===== src/rtl/pci_win_pkg.sv =====
package pci_win_pkg;
  localparam int NUM_WIN = 2;
  localparam int WIN_MEM = 0;
  localparam int WIN_IO  = 1;

  typedef enum logic [1:0] {
    SEL_MASK = 2'd0,
    SEL_PTR  = 2'd1,
    SEL_BAR  = 2'd2,
    SEL_NONE = 2'd3
  } rd_sel_e;
endpackage


===== src/rtl/pci_win_regs.sv =====
// Storage for one window: size mask, local base pointer and gated BAR.
module pci_win_regs #(
  parameter int AW = 32
) (
  input  logic          clk,
  input  logic          rst,
  input  logic          mask_we,
  input  logic          ptr_we,
  input  logic          bar_we,
  input  logic [AW-1:0] core_data,
  input  logic [AW-1:0] host_data,
  output logic [AW-1:0] mask_q,
  output logic [AW-1:0] ptr_q,
  output logic [AW-1:0] bar_q
);
  logic [AW-1:0] gate_mask;
  logic [AW-1:0] bar_next;

  // A mask written this cycle gates the BAR at once, so stale bits drop out.
  always_comb begin
    gate_mask = mask_we ? core_data : mask_q;
    if (bar_we) bar_next = host_data & gate_mask;
    else        bar_next = bar_q & gate_mask;
  end

  always_ff @(posedge clk) begin
    if (rst) begin
      mask_q <= '0;
      ptr_q  <= '0;
      bar_q  <= '0;
    end else begin
      if (mask_we) mask_q <= core_data;
      if (ptr_we)  ptr_q  <= core_data;
      bar_q <= bar_next;
    end
  end
endmodule


===== src/rtl/pci_win_match.sv =====
// Hit detection and address substitution for one window.
module pci_win_match #(
  parameter int AW = 32
) (
  input  logic          req_valid,
  input  logic          type_ok,
  input  logic [AW-1:0] addr,
  input  logic [AW-1:0] mask,
  input  logic [AW-1:0] bar,
  input  logic [AW-1:0] ptr,
  output logic          hit,
  output logic [AW-1:0] xlat
);
  logic enabled;
  logic tag_eq;

  always_comb begin
    enabled = |mask;
    tag_eq  = ((addr ^ bar) & mask) == '0;
    hit     = req_valid && type_ok && enabled && tag_eq;
    xlat    = (ptr & mask) | (addr & ~mask);
  end
endmodule


===== src/rtl/pci_window_decode.sv =====
module pci_window_decode #(
  parameter int ADDR_W  = 32,
  parameter bit REG_OUT = 1'b1
) (
  input  logic              clk,
  input  logic              rst,
  input  logic              core_wr_en,
  input  logic              core_wr_win,
  input  logic              core_wr_ptr,
  input  logic [ADDR_W-1:0] core_wr_data,
  input  logic              host_bar_wr_en,
  input  logic              host_bar_win,
  input  logic [ADDR_W-1:0] host_bar_data,
  input  logic              rd_win,
  input  logic [1:0]        rd_sel,
  output logic [ADDR_W-1:0] rd_data,
  input  logic              req_valid,
  input  logic              req_is_io,
  input  logic [ADDR_W-1:0] req_addr,
  output logic              hit,
  output logic              hit_mem,
  output logic              hit_io,
  output logic [ADDR_W-1:0] local_addr
);
  import pci_win_pkg::*;

  logic [ADDR_W-1:0] win_mask [NUM_WIN];
  logic [ADDR_W-1:0] win_ptr  [NUM_WIN];
  logic [ADDR_W-1:0] win_bar  [NUM_WIN];
  logic [NUM_WIN-1:0] win_hit;
  logic [ADDR_W-1:0] win_xlat [NUM_WIN];

  for (genvar w = 0; w < NUM_WIN; w++) begin : g_win
    logic sel_core;
    logic sel_host;
    logic type_ok;

    assign sel_core = core_wr_en && (core_wr_win == w[0]);
    assign sel_host = host_bar_wr_en && (host_bar_win == w[0]);
    assign type_ok  = (w == WIN_IO) ? req_is_io : !req_is_io;

    pci_win_regs #(.AW(ADDR_W)) u_regs (
      .clk       (clk),
      .rst       (rst),
      .mask_we   (sel_core && !core_wr_ptr),
      .ptr_we    (sel_core && core_wr_ptr),
      .bar_we    (sel_host),
      .core_data (core_wr_data),
      .host_data (host_bar_data),
      .mask_q    (win_mask[w]),
      .ptr_q     (win_ptr[w]),
      .bar_q     (win_bar[w])
    );

    pci_win_match #(.AW(ADDR_W)) u_match (
      .req_valid (req_valid),
      .type_ok   (type_ok),
      .addr      (req_addr),
      .mask      (win_mask[w]),
      .bar       (win_bar[w]),
      .ptr       (win_ptr[w]),
      .hit       (win_hit[w]),
      .xlat      (win_xlat[w])
    );
  end

  // Only one window can match a given type, so an AND-OR merge is safe.
  logic [ADDR_W-1:0] merged_addr;
  always_comb begin
    merged_addr = '0;
    for (int w = 0; w < NUM_WIN; w++) begin
      if (win_hit[w]) merged_addr = merged_addr | win_xlat[w];
    end
  end

  if (REG_OUT) begin : g_out_reg
    always_ff @(posedge clk) begin
      if (rst) begin
        hit_mem    <= 1'b0;
        hit_io     <= 1'b0;
        hit        <= 1'b0;
        local_addr <= '0;
      end else begin
        hit_mem    <= win_hit[WIN_MEM];
        hit_io     <= win_hit[WIN_IO];
        hit        <= |win_hit;
        local_addr <= merged_addr;
      end
    end
  end else begin : g_out_comb
    assign hit_mem    = win_hit[WIN_MEM];
    assign hit_io     = win_hit[WIN_IO];
    assign hit        = |win_hit;
    assign local_addr = merged_addr;
  end

  // Registered readback. A BAR is already confined to its mask by the storage.
  logic [ADDR_W-1:0] rd_next;
  always_comb begin
    unique case (rd_sel_e'(rd_sel))
      SEL_MASK: rd_next = win_mask[rd_win];
      SEL_PTR:  rd_next = win_ptr[rd_win];
      SEL_BAR:  rd_next = win_bar[rd_win];
      default:  rd_next = '0;
    endcase
  end

  always_ff @(posedge clk) begin
    if (rst) rd_data <= '0;
    else     rd_data <= rd_next;
  end
endmodule


===== config.mk =====
export PLATFORM = sky130hd
export DESIGN_NAME = pci_window_decode
export DESIGN_NICKNAME = d
export VERILOG_FILES = /design/src/rtl/pci_win_pkg.sv /design/src/rtl/pci_win_regs.sv /design/src/rtl/pci_win_match.sv /design/src/rtl/pci_window_decode.sv
export SDC_FILE = /design/constraint.sdc
export NUM_CORES = 1
export LEC_CHECK = 0
export CELL_PAD_IN_SITES_DETAIL_PLACEMENT = 1
export CELL_PAD_IN_SITES_GLOBAL_PLACEMENT = 2
export CORE_UTILIZATION = 45
export CTS_CLUSTER_SIZE = 20
export DETAILED_ROUTE_END_ITERATION = 8
export DONT_BUFFER_PORTS = 1
export PLACE_DENSITY_LB_ADDON = 0.15
export SYNTH_ARGS = -nofsm -noshare
export SYNTH_HDL_FRONTEND = slang
export SYNTH_HIERARCHICAL = 1
export SYNTH_SLANG_ARGS = --single-unit

===== constraint.sdc =====
create_clock -name clk -period 3.85 [get_ports clk]
set_input_delay 0.1925 -clock clk [delete_from_list [all_inputs] [get_ports clk]]
set_output_delay 0.1925 -clock clk [all_outputs]
set_load 0.02 [all_outputs]

==> Word-level counts from Yosys, hierarchy flattened <==
Cells that the tools add are included.
{ "totals": {"ff_bits": 259, "input_bits": 108} }
{ "classes": {"n_lt_le_gt_ge": 1, "n_eq_ne": 2, "n_mux": 16, "bitwise_logic": 20, "reduce_logical": 22} }
{ "op_table": {"columns": ["operator", "n"], "rows": [
  ["$mux W32", 15],
  ["$and A32 B32 Y32", 10],
  ["$or A32 B32 Y32", 3],
  ["$pmux W32 S3", 1],
  ["$logic_not A32 Y1", 2],
  ["$not A32 Y32", 2],
  ["$reduce_or A32 Y1", 2],
  ["$xor A32 B32 Y32", 2],
  ["$logic_and A1 B1 Y1", 14],
  ["$eq A2 B1 Y1 const B", 1],
  ["$eq A2 B2 Y1 const B", 1],
  ["$ge A2 B2 Y1 const B", 1],
  ["$logic_not A1 Y1", 2],
  ["$logic_not A2 Y1", 1],
  ["$not A1 Y1", 2],
  ["$not A1 Y2", 1],
  ["$reduce_or A2 Y1", 1]
]} }

==> Logic depth before layout (Yosys ltp) <==
{ "depth": {"word_depth": 7, "depth_mapped": 9, "ltp_nobuf": 7} }

==> By module <==
Netlist, hierarchy kept.
{ "modules_own_cells": {"columns": ["module", "instances", "cells_per_inst", "area_per_inst_um2", "seq_area_each_um2"], "rows": [
  ["pci_win_regs", 2, 311, 3628.5, 1921.8],
  ["pci_window_decode", 1, 304, 3309.4, 1341.3],
  ["pci_win_match", 2, 94, 884.6, 0.0]
]} }

==> Worst setup path before layout <==
OpenSTA, ideal clock, no wires.
{ "synth_timing": {"kind": "reg-to-reg", "startpoint": "register g_win[0].u_regs.bar_q[29]", "endpoint": "register local_addr[11]", "arrival_ns": 1.831, "t_required_ns": 3.791, "setup_slack_ns": 1.960, "stages_incl_launch_ff": 10, "n_path_buf": 2, "path_cell_list": "dfxtp_1 > xor2_1 > a22o_1 > a221oi_1 > nand4_1 > nor3_1 > and2b_1 > buf_2 > clkbuf_1 > a22o_1"} }
{ "synth_via": {"elab_chain_cells": 7} }
{ "synth_rtl": {"columns": ["element", "line_no", "rtl"], "rows": [
  ["start: declaration", "pci_win_regs.sv:14", "output logic [AW-1:0] bar_q"],
  ["start signal: assignment", "pci_win_regs.sv:34", "bar_q <= bar_next;"],
  ["$xor A32 B32 Y32 (*)", "pci_win_match.sv:19", "tag_eq = ((addr ^ bar) & mask) == '0;"],
  ["$and A32 B32 Y32 (*)", "pci_win_match.sv:19", null],
  ["$logic_not A32 Y1 (*)", "pci_win_match.sv:19", null],
  ["$logic_and A1 B1 Y1 (*)", "pci_win_match.sv:20", "hit = req_valid && type_ok && enabled && tag_eq;"],
  ["net win_hit[0]", "pci_window_decode.sv:30", "logic [NUM_WIN-1:0] win_hit;"],
  ["$mux W32 (*)", "pci_window_decode.sv:72", "if (win_hit[w]) merged_addr = merged_addr | win_xlat[w];"],
  ["$or A32 B32 Y32", "pci_window_decode.sv:72", null],
  ["$mux W32 (*)", "pci_window_decode.sv:72", null],
  ["end signal: assignment", "pci_window_decode.sv:87", "local_addr <= merged_addr;"],
  ["end: declaration", "pci_window_decode.sv:23", "output logic [ADDR_W-1:0] local_addr"]
]} }
The timed path passes the listed nets; every way through them passes the cells marked *.
A chain may end at the register's enable or synchronous reset.

==> Worst setup path in the final report <==
{ "layout_timing": {"startpoint": "register g_win[0].u_regs.bar_q[3]", "endpoint": "register local_addr[15]"} }
The elaborated chain is that of the path after synthesis.

==> metrics.md <==
| Metric | Value |
|---|---|
| Placed wire-length estimate | 26500 microns |
| R2r endpoint | local_addr[15] |
| Leakage | 5.61 nW |
| Sequential power share | 44.6% |
| Synth Instances | 1114 |
| Top cell family by delay on the critical path | simple AND/OR/NAND/NOR gates |
| GPL Wtd Cong | 0.825 |
| Synthesized flop and latch total | 259 |
| Post-Syn Area | 12300 sq um |
| Gr usage total | 30.4% |
| Post-Syn Nets | 1222 |
| Worst setup endpoint | local_addr[15] |
| CTS buffer count | 30 |
| Drt wl/cell | 27.2 microns |
| Largest net degree at the start of global routing | 171 |
| Net Sw Power | 0.00163 W |
| Combinational group share of total power | 10.1% |
| Reg2Reg Depth | 8 |
| DR vias/cell | 5.89 |
| Post-CTS sizing | 0 |
| Antenna-violating nets left | 0 |
| Post-layout min period | 2710 ps |
| Critical path type | register to register |
| CP startpoint kind | register |
| Worst EP required | 4350 ps |
| Fmax | 0.369 GHz |
| Setup TNS | 0 ps |
| Maxcap violations | 0 |
| # diodes | 0 |
| Critical Path Source | g_win[0].u_regs/bar_q[3] |
| DR iter-0 viols | 498 |
| Setup slack, reg-to-reg | 1140 ps |
| Residual DRC | 0 |
| Peak supply drop | 0.372 mV |
| Crit path max fanout | 12 |
| RSZ-0062 raised after global routing | false |
| GR Overflow Total | 0 |
| Crit path cell chain | xor2_1 -> a22o_1 -> a221oi_1 -> nand4_1 -> nor3_1 -> and2b_1 -> buf_4 -> a22o_1 |
| Internal Power | 0.00482 W |
| # Post-CTS Setup Buffers | 0 |
| Clock sinks | 259 |
| Via Count | 9352 |
| Share of cells above drive strength 1 | 16.9% |
| Pwr dens | 437 nW/um^2 |
| Status | completed |
| Mean Syn Cell Area | 11.1 sq um |
| Post-synth cell types | 36 |
| Starting Density | 45.8% |
| Seq/Total Area, Yosys | 42.0% |
| Site row count | 60 |
| Core ar. | 27000 sq um |
| Worst R2R Start | g_win[0].u_regs/bar_q[3] |
| H-Tree Depth | 1 |
| Clock Latency Late Sink | 560 ps |
| Final slew viol count | 0 |
| Cts hold-fix bufs | 140 |
| CTS tree | yes |
| Rel. slew slack | 25.3% |
| Slowest cell on crit path | and2b_1 |
| CP most frequent cell | a22o_1 |
| Clock share of power | 45.4% |
| Die area | 28100 sq um |
| CP endpoint kind | register |
| Tcrit/Tclk final | 70.5% |
| Die Wd | 168 microns |
| P&R area growth vs syn | 19.7% |
| # nets final | 1331 |
| Vert. Die Dim | 168 microns |
| HP Class | input port to register |
| Vias in the first global route | 10000 |
| Slew of the pin with the lowest slew margin | 1120 ps |
| Buffers & Inverters on Critical Path | 1 |
| CP arrival | 3210 ps |
| CTS root buf | clkbuf_16 |
| Hold_sp | host_bar_win |
| Initial antenna violation count | 1 |
| Net switching fraction of the power | 25.3% |
| IO Count | 175 |
| Slowest stage delay, CP | 600 ps |
| Final Setup Violations | 0 |
| Post-Route WL | 43300 microns |
| Port Buf Inserts | 0 |
| Post-DP Area | 12300 sq um |
| Clock slew seen by the registers of the worst setup and hold paths | 60 ps |
| Pre-antenna DRT Iters | 5 |
| Clock buffer depth | 3 |
| Number of synthesis warnings | 6 |
| Clock Skew | 10.8 ps |
| Levels on crit path | 8 |
| Finished Cell Area | 14800 sq um |
| Final hold violation count | 0 |
| First-pass GRT wire length | 64300 microns |
==> state kept, by name (all words and copies together), names as in the netlist <==
signal / flops
g_win.u_regs/bar_q: 64
g_win.u_regs/mask_q: 64
g_win.u_regs/ptr_q: 64
local_addr: 32
rd_data: 32
hit: 1
hit_io: 1
hit_mem: 1
==> worst min path at each step <==
stage	end	slack, ps	depth (start not counted)
final	g_win[0].u_regs/bar_q[31]	30	3
after global routing	rd_data[24]	40	3
after CTS	rd_data[1]	0.6	3
after detailed placement	g_win[0].u_regs/ptr_q[24]	280	1
after global placement	g_win[0].u_regs/ptr_q[24]	280	1
after floorplan	g_win[0].u_regs/ptr_q[0]	340	2
==> per-stage QoR <==
step | power, W | util (%) | setup slack [ps] | std cells | hold WS (ps)
floorplan | 0.00333 | - | 1960 | 1114 | 340
global placement | 0.00338 | 45.7 | 1280 | 1392 | 279
detailed placement | 0.00339 | 45.7 | 1230 | 1392 | 280
CTS | 0.00648 | 54.8 | 1210 | 1588 | 0.641
global route | 0.00663 | 54.8 | 1060 | 1588 | 43.2
finish | 0.00645 | 54.8 | 1140 | 1588 | 25.4
==> cells in the mapped netlist <==
master / count / share of area (%)
nor3b_1: 1 / 0.061
o22a_2: 2 / 0.16
inv_1: 1 / 0.030
o22a_1: 30 / 2.1
and2_1: 1 / 0.051
nor4_1: 16 / 0.81
a222oi_1: 2 / 0.16
buf_4: 11 / 0.67
mux2_2: 64 / 5.8
o21ai_1: 26 / 1.1
buf_6: 13 / 1.2
or3_1: 1 / 0.051
a221oi_1: 8 / 0.57
nor3_2: 60 / 4.9
o2111ai_1: 2 / 0.14
dfxtp_1: 259 / 42
or2_2: 1 / 0.051
buf_12: 6 / 0.97
buf_2: 35 / 1.4
mux2i_1: 288 / 23
a22o_1: 46 / 3.3
and2b_1: 2 / 0.12
nand2_1: 4 / 0.12
nor3_1: 6 / 0.24
or3b_1: 1 / 0.071
nor2_1: 130 / 4.0
o21ai_2: 5 / 0.35
and3b_1: 1 / 0.071
buf_1: 1 / 0.030
and3_1: 1 / 0.051
nand4_1: 8 / 0.41
xor2_1: 64 / 4.5
clkbuf_1: 10 / 0.30
o21ai_0: 1 / 0.041
nor2b_1: 1 / 0.051
a221oi_2: 6 / 0.73
==> worst register-to-register path, cell delays in order, from the launching register on <==
cell and delay, ps:
dfxtp_1 330, xor2_1 140, a22o_1 270, a221oi_1 400, nand4_1 190, nor3_1 170
and2b_1 600, buf_4 380, a22o_1 190
==> logic make-up (layout without fill, tap and decap cells) <==
| kind of cell | after synthesis | after routing | share of synthesized area [%] |
|---|---|---|---|
| AO/OA/AOI/OAI | 128 | 128 | 8.61 |
| XOR/XNOR | 64 | 64 | 4.54 |
| buffers and inverters | 77 | 210 | 4.62 |
| flip-flops | 259 | 259 | 42.0 |
| multiplexers | 352 | 352 | 29.2 |
| AND/OR/NAND/NOR | 234 | 234 | 11.0 |
==> power groups by stage <==
stage	sequential [W]	clock, W	combinational [W]
floorplan	0.00289	0	0.000434
global placement	0.00293	0	0.000455
detailed placement	0.00293	0	0.000462
CTS	0.00287	0.00296	0.000643
global route	0.00288	0.00307	0.000688
finish	0.00287	0.00293	0.000651
==> routing by layer <==
metal / global-route usage, % / part of all wire (%) / vias up
met4: 9.05 / 2.5 / 2
met2: 49.9 / 47 / 279
li1: - / - / 4269
met5: 0 / 0.037 / -
met3: 6.33 / 5.8 / 69
met1: 40.1 / 45 / 4733
==> cells in the final DEF (no fill, tap or decap), types with 2 or more instances in the layout <==
cell type      count
nor4_1            16
nor2_1           129
clkbuf_1           5
nor3_2            60
bufinv_16          3
o22a_2             2
dlygate4sd3_1    138
and2b_1            2
nand4_1            8
clkinv_2          11
clkbuf_16         31
a221oi_1           8
a221oi_2           6
buf_16             2
a22o_1            46
o22a_1            30
clkbuf_8           5
nand2_1            4
o21ai_2            5
mux2_2            64
xor2_1            64
nor3_1             6
a222oi_1           2
o2111ai_1          2
mux2i_1          288
o21ai_1           26
buf_4             13
dfxtp_1          259
==> final cells by class <==
| class | instances | area (sq um) |
|---|---|---|
| fillers | 2862 | 12200 |
| multi-input cells | 778 | 6610 |
| flip-flops and latches | 259 | 5180 |
| repair buffers | 153 | 1530 |
| clock buffers | 41 | 863 |
| well taps | 341 | 427 |
| clock inverters | 15 | 153 |
| inverters | 1 | 3.75 |
Note: power is estimated with default switching activity, not from simulation.
